[src/rtl/ogate_pkg.sv]
package ogate_pkg;
  typedef enum logic [1:0] {
    TRI_LOW  = 2'b00,
    TRI_MID  = 2'b01,
    TRI_HIGH = 2'b10
  } tri_t;

  localparam logic [3:0] SEL_LL = 4'b0000;
  localparam logic [3:0] SEL_HH = 4'b1010;

  // undriven pins float to MID; 2'b11 is read the same way
  function automatic tri_t norm_tri(input logic [1:0] v);
    return (v == 2'b11) ? TRI_MID : tri_t'(v);
  endfunction
endpackage

[src/rtl/ogate_sync.sv]
module ogate_sync #(
  parameter int         W       = 1,
  parameter int         STAGES  = 2,
  parameter logic [W-1:0] RST_VAL = '0
) (
  input  logic         clk_i,
  input  logic         rst_ni,
  input  logic [W-1:0] d_i,
  output logic [W-1:0] q_o
);
  logic [W-1:0] stg_q [STAGES];

  always_ff @(posedge clk_i or negedge rst_ni) begin
    if (!rst_ni) begin
      for (int i = 0; i < STAGES; i++) stg_q[i] <= RST_VAL;
    end else begin
      stg_q[0] <= d_i;
      for (int i = 1; i < STAGES; i++) stg_q[i] <= stg_q[i-1];
    end
  end

  assign q_o = stg_q[STAGES-1];
endmodule

[src/rtl/ogate_mode.sv]
module ogate_mode
  import ogate_pkg::*;
#(
  parameter int HOLD_RISES = 2
) (
  input  logic       clk_i,
  input  logic       rst_ni,
  input  logic [1:0] test_i,
  input  logic       stop_i,
  input  logic       ref_eff_i,
  output logic       bypass_o,
  output logic       indiv_o,
  output logic       hold_o
);
  localparam int CW = $clog2(HOLD_RISES + 1);

  tri_t          mode_q;
  tri_t          test_n;
  logic          hold_q;
  logic          ref_q;
  logic [CW-1:0] rise_cnt_q;
  logic          ref_rise;

  assign test_n   = norm_tri(test_i);
  assign ref_rise = ref_eff_i & ~ref_q;

  always_ff @(posedge clk_i or negedge rst_ni) begin
    if (!rst_ni) begin
      mode_q     <= TRI_LOW;
      hold_q     <= 1'b0;
      ref_q      <= 1'b0;
      rise_cnt_q <= '0;
    end else begin
      ref_q <= ref_eff_i;
      if (!hold_q) begin
        if (test_n != mode_q) begin
          hold_q     <= 1'b1;
          rise_cnt_q <= '0;
        end
      end else if (ref_rise) begin
        if (rise_cnt_q == CW'(HOLD_RISES - 1)) begin
          hold_q     <= 1'b0;
          mode_q     <= test_n;
          rise_cnt_q <= '0;
        end else begin
          rise_cnt_q <= rise_cnt_q + 1'b1;
        end
      end
    end
  end

  assign indiv_o  = (mode_q == TRI_MID) && stop_i;
  assign bypass_o = (mode_q != TRI_LOW) && !indiv_o;
  assign hold_o   = hold_q;

  AST_MODE_ONLY_IN_HOLD: assert property (@(posedge clk_i) disable iff (!rst_ni) !$stable(mode_q) |-> $past(hold_q));
  AST_HOLD_MIN_LEN: assert property (@(posedge clk_i) disable iff (!rst_ni) $fell(hold_q) |-> $past(hold_q, 2));
endmodule

[src/rtl/ogate_bank.sv]
module ogate_bank
  import ogate_pkg::*;
#(
  parameter int PAIR   = 2,
  parameter bit IS_FB  = 1'b0,
  parameter bit INV_OK = 1'b0
) (
  input  logic            clk_i,
  input  logic            rst_ni,
  input  logic            gen_i,
  input  logic            ref_eff_i,
  input  logic            bypass_i,
  input  logic            hold_i,
  input  logic            stop_i,
  input  logic            indiv_i,
  input  logic            pol_i,
  input  logic [3:0]      sel_i,
  output logic [PAIR-1:0] q_o,
  output logic            en_o
);
  logic inv, park, dis_req, src_d, src_q, en_q;

  assign inv     = INV_OK & (sel_i == SEL_HH);
  assign park    = inv & pol_i;
  // the loop-feedback bank only yields to a mode-change hold
  assign dis_req = hold_i | (~IS_FB & (indiv_i ? (sel_i == SEL_LL) : stop_i));
  assign src_d   = bypass_i ? (ref_eff_i ^ inv) : gen_i;

  always_ff @(posedge clk_i or negedge rst_ni) begin
    if (!rst_ni) begin
      src_q <= 1'b0;
      en_q  <= 1'b0;
    end else begin
      src_q <= src_d;
      if (src_q == park) en_q <= ~dis_req;
    end
  end

  assign q_o  = {PAIR{en_q ? src_q : park}};
  assign en_o = en_q;

  AST_GATE_ON_BOUNDARY: assert property (@(posedge clk_i) disable iff (!rst_ni) !$stable(en_q) |-> $past(src_q == park));
endmodule

[src/rtl/out_gate_ctrl.sv]
module out_gate_ctrl
  import ogate_pkg::*;
#(
  parameter int NBANK       = 4,
  parameter int PAIR        = 2,
  parameter int FB_BANK     = 2,
  parameter int INV_BANK    = 3,
  parameter int SYNC_STAGES = 2,
  parameter int HOLD_RISES  = 2
) (
  input  logic                  clk_i,
  input  logic                  rst_ni,
  input  logic                  ref_i,
  input  logic [NBANK-1:0]      gen_clk_i,
  input  logic                  stop_i,
  input  logic                  pol_i,
  input  logic [1:0]            test_i,
  input  logic [4*NBANK-1:0]    sel_i,
  output logic [NBANK*PAIR-1:0] q_o,
  output logic                  ref_loop_o
);
  logic [1:0]       test_s;
  logic             stop_s, ref_s, pol_s, ref_eff;
  logic             bypass, indiv, hold;
  logic [NBANK-1:0] en_w;

  ogate_sync #(.W(4), .STAGES(SYNC_STAGES), .RST_VAL(4'b0000)) u_sync_ctl (
    .clk_i (clk_i),
    .rst_ni(rst_ni),
    .d_i   ({test_i, stop_i, ref_i}),
    .q_o   ({test_s, stop_s, ref_s})
  );

  ogate_sync #(.W(1), .STAGES(SYNC_STAGES), .RST_VAL(1'b1)) u_sync_pol (
    .clk_i (clk_i),
    .rst_ni(rst_ni),
    .d_i   (pol_i),
    .q_o   (pol_s)
  );

  assign ref_eff    = pol_s ? ref_s : ~ref_s;
  assign ref_loop_o = ref_eff;

  ogate_mode #(.HOLD_RISES(HOLD_RISES)) u_mode (
    .clk_i    (clk_i),
    .rst_ni   (rst_ni),
    .test_i   (test_s),
    .stop_i   (stop_s),
    .ref_eff_i(ref_eff),
    .bypass_o (bypass),
    .indiv_o  (indiv),
    .hold_o   (hold)
  );

  for (genvar b = 0; b < NBANK; b++) begin : g_bank
    ogate_bank #(
      .PAIR  (PAIR),
      .IS_FB (b == FB_BANK),
      .INV_OK(b == INV_BANK)
    ) u_bank (
      .clk_i    (clk_i),
      .rst_ni   (rst_ni),
      .gen_i    (gen_clk_i[b]),
      .ref_eff_i(ref_eff),
      .bypass_i (bypass),
      .hold_i   (hold),
      .stop_i   (stop_s),
      .indiv_i  (indiv),
      .pol_i    (pol_s),
      .sel_i    (sel_i[4*b +: 4]),
      .q_o      (q_o[b*PAIR +: PAIR]),
      .en_o     (en_w[b])
    );
  end

  AST_FB_KEEPS_RUNNING: assert property (@(posedge clk_i) disable iff (!rst_ni) (!hold && en_w[FB_BANK]) |=> en_w[FB_BANK]);
  AST_LOOP_POLARITY: assert property (@(posedge clk_i) disable iff (!rst_ni) ($stable(pol_s) && !$stable(ref_s)) |-> !$stable(ref_loop_o));
  AST_RESET_PARKED: assert property (@(posedge clk_i) disable iff (!rst_ni) $rose(rst_ni) |-> (q_o == '0));
endmodule

[config.mk]
export PLATFORM = sky130hd
export DESIGN_NAME = out_gate_ctrl
export DESIGN_NICKNAME = d
export VERILOG_FILES = /design/src/rtl/ogate_pkg.sv /design/src/rtl/ogate_sync.sv /design/src/rtl/ogate_mode.sv /design/src/rtl/ogate_bank.sv /design/src/rtl/out_gate_ctrl.sv
export SDC_FILE = /design/constraint.sdc
export NUM_CORES = 1
export LEC_CHECK = 0
export BUFFER_PORTS_ARGS = -buffer_cell sky130_fd_sc_hd__buf_2
export CORE_MARGIN = 1
export CORE_UTILIZATION = 45
export CTS_BUF_LIST = sky130_fd_sc_hd__clkbuf_16
export DETAILED_ROUTE_END_ITERATION = 10
export HOLD_SLACK_MARGIN = 0.06
export PLACE_DENSITY = 0.79
export SETUP_SLACK_MARGIN = 0.3
export SLEW_MARGIN = 20
export SYNTH_ARGS = -nofsm -noshare
export SYNTH_HDL_FRONTEND = slang
export SYNTH_HIERARCHICAL = 1
export SYNTH_SLANG_ARGS = --single-unit
[constraint.sdc]
create_clock -name clk_i -period 4 [get_ports clk_i]
set_input_delay 0.8 -clock clk_i [delete_from_list [all_inputs] [get_ports clk_i]]
set_output_delay 0.8 -clock clk_i [all_outputs]
set_load 0.005 [all_outputs]
==> impl_results.md <==
* Status: finished clean
* TNS Setup at 0 ns
* Storage element area at 603 µm²
* Number of distinct library cells after synthesis at 33
* Kind of critical path: in2out
* Grt ovf at 0
* Mapped Nets at 117
* Clk_skew at 0.00537 ns
* Net Sw Power at 0.197 mW
* Power share of the sequential group at 47.2%
* Total number of vias at 730
* Cell taking the most area after synthesis: dfrtp_1
* Initial antenna violation count at 0
* GRT met1 Usage at 18.8%
* Max capacitance violation total at 0
* TritonCTS Buffers at 3
* Met2 Use GR at 25.8%
* Drt pass-1 iters at 4
* GPL Wtd Cong at 0.729
* Placed cells at 141
* VDD IR-drop max at 312 µV
* Leak at 0.643 nW
* Die width at 50.8 µm
* Switching fraction of total power at 27.6%
* Vias/cell at 5.03
* Wire length per cell at 12.1 µm
* Fin. Hold Viols at 0
* Final Setup Violations at 0
* DRC violations left at 0
* Seq cells post-synth at 24
* Root Driver: clkbuf_16
* Max_slew headroom at 52.8%
* Design area at 1280 µm²
* Core box area at 2230 µm²
* CTS tree: yes
* Slew Limit Fails at 0
* Die height at 50.8 µm
* Most frequent cells in the layout: buf_2, dfrtp_1, nor2_1
* Setup crit end kind: output pin
* Worst Setup Start Kind: primary input
* Gate power share at 23.3%
* Clock tree sinks at 24
* Yosys warnings at 6
* Vias in the first global route at 716
* CTS Buffer Depth at 2
* Met3 usage in global routing at 2.68%
* Synth-to-Final Area Change at 19.5%
* Share of the synthesized area in the top cell type at 51.3%
* Worst-path clk slew at 0.06 ns
* Cts hold-fix bufs at 0
* Floorplan row count at 17
* Largest net degree at the start of global routing at 25
* Layout cells sized above 1 at 40.2%
* Clock Latency Late Sink at 0.26 ns
* Gr usage total at 15.4%
* Post-CTS setup repair buffer count at 0
* Util after Layout at 57.4%
* IO Port Bufs at 31
* Antenna Cells at 0
* Post-DP HPWL at 1250 µm
* FILL cells at 186
* RSZ-0062 raised after global routing: no
* Hold_ws at 0.349 ns
* Hold crit path type: reg2reg
* GR peak layer: met2
* Crit path DAT at 1.75 ns
* Commonest non-fill, non-tap cell in the layout: buf_2
* Initial Utilization at 48.1%
* Post-Syn Area at 1070 µm²
* Layout Cells excl Fill at 145
* Die area at 2580 µm²
* Tmin final at 2.55 ns
* Initial DRC Count at 5
* Tcrit/Tclk final at 63.7%
* Worst slew pin tran at 0.706 ns
* Global-route wire length before repair at 2890 µm
* Synthesized area per cell at 11.9 µm²
* Post-CTS resize count at 0
* Placed inst area at 1200 µm²
* Worst Path Required at 3.20 ns
* CP max FO at 4
* Htree depth at 1
* Fmax at 392 MHz
* Area of the multi-input gates at 384 µm²
* Internal at 0.517 mW
* Fin nets at 145
* Post-Syn Instances at 90
* Final WL at 1750 µm
* # IOs at 36
* Antenna Violating Nets Remaining at 0
* Clock share of power at 29.5%
* PD cells at 556 nW/µm²
* Top cells by area, synth: dfrtp_1, buf_4, dfstp_2
* Sequential cell area fraction in the yosys report at 56.2%
flip-flops by register name (all words and copies together) (netlist names):
signal	cells
g_bank.u_bank/en_o	4
g_bank.u_bank/src_q	4
u_sync_ctl/q_o	4
u_sync_ctl/stg_q	4
u_mode/mode_q	2
u_mode/rise_cnt_q	2
u_mode/hold_o	1
u_mode/ref_q	1
u_sync_pol/q_o	1
u_sync_pol/stg_q	1
final timing paths:
check | depth (start not counted) | end | slack [ns] | start
worst min register to register | 0 | u_sync_ctl/q_o[3] | 0.35 | u_sync_ctl/stg_q[7]
worst max-delay path | 5 | q_o[6] | 1.45 | sel_i[14]
max in group asynchronous | 1 | u_sync_pol/q_o | 3.13 | rst_ni
min in group asynchronous | 1 | g_bank[1].u_bank/en_o | 0.51 | rst_ni
worst min-delay path | 0 | u_sync_ctl/q_o[3] | 0.35 | u_sync_ctl/stg_q[7]
worst max register to register | 4 | u_mode/mode_q[0] | 2.09 | u_sync_ctl/q_o[0]
logic make-up (layout without fill, tap and decap cells):
logic type,after synthesis,after routing,share of synthesized area [%]
DFF,24,24,56.2
muxes,5,5,5.94
and+or+nand+nor,26,26,14.9
xor gates and xnor gates,3,3,2.45
buffers and inverters,15,42,8.04
AOI/OAI and AO/OA,17,17,12.5
layout make-up:
cell class,count,share of cell area (%)
inverters,7,2.05
clock buffers,3,5.85
repair buffers,31,12.1
well taps,28,2.73
multi-input cells,51,30.0
clock inverters,1,0.293
flip-flops and latches,24,47.0
synthesized netlist by cell type (all sizes together):
cell     instances
nor2            10
nor3b            1
mux2             5
a221oi           1
nand4bb          1
xnor2            1
nand2            3
dfrtp           22
o311ai           1
a211oi           2
o311a            1
or2              1
nand4b           1
nor2b            1
nand2b           1
o31ai            1
o21bai           1
and2             3
a21o             3
o41ai            1
a32oi            1
nor3             1
xor2             2
a21oi            2
nand3            2
inv              7
buf              8
nand3b           1
dfstp            2
o21ai            3
power by group through the flow:
| stage | clock network [mW] | registers [mW] | logic [mW] |
|---|---|---|---|
| floorplan | 0 | 0.329 | 0.133 |
| global placement | 0 | 0.337 | 0.160 |
| detailed placement | 0 | 0.341 | 0.167 |
| CTS | 0.216 | 0.336 | 0.168 |
| global route | 0.227 | 0.343 | 0.185 |
| finish | 0.210 | 0.337 | 0.167 |
per-stage QoR:
stage          power [mW]  setup WS (ns)
6_report            0.714           1.45
5_1_grt             0.756           1.35
4_1_cts             0.720           1.44
3_5_place_dp        0.507           1.44
3_3_place_gp        0.498           1.47
2_1_floorplan       0.462           1.53
critical path, stage by stage:
cell       delay (ns)
buf_2            0.10
nand4bb_4        0.23
or2_0            0.26
o21ai_0          0.20
buf_2            0.15
layer usage:
metal	up-vias	share of wire (%)	wire, µm
met4	0	0.86	15
met5	-	0	0
met2	30	47	822
met1	342	46	807
met3	2	5.9	103
li1	356	-	-
No activity file was read; power rests on OpenSTA's default activity.
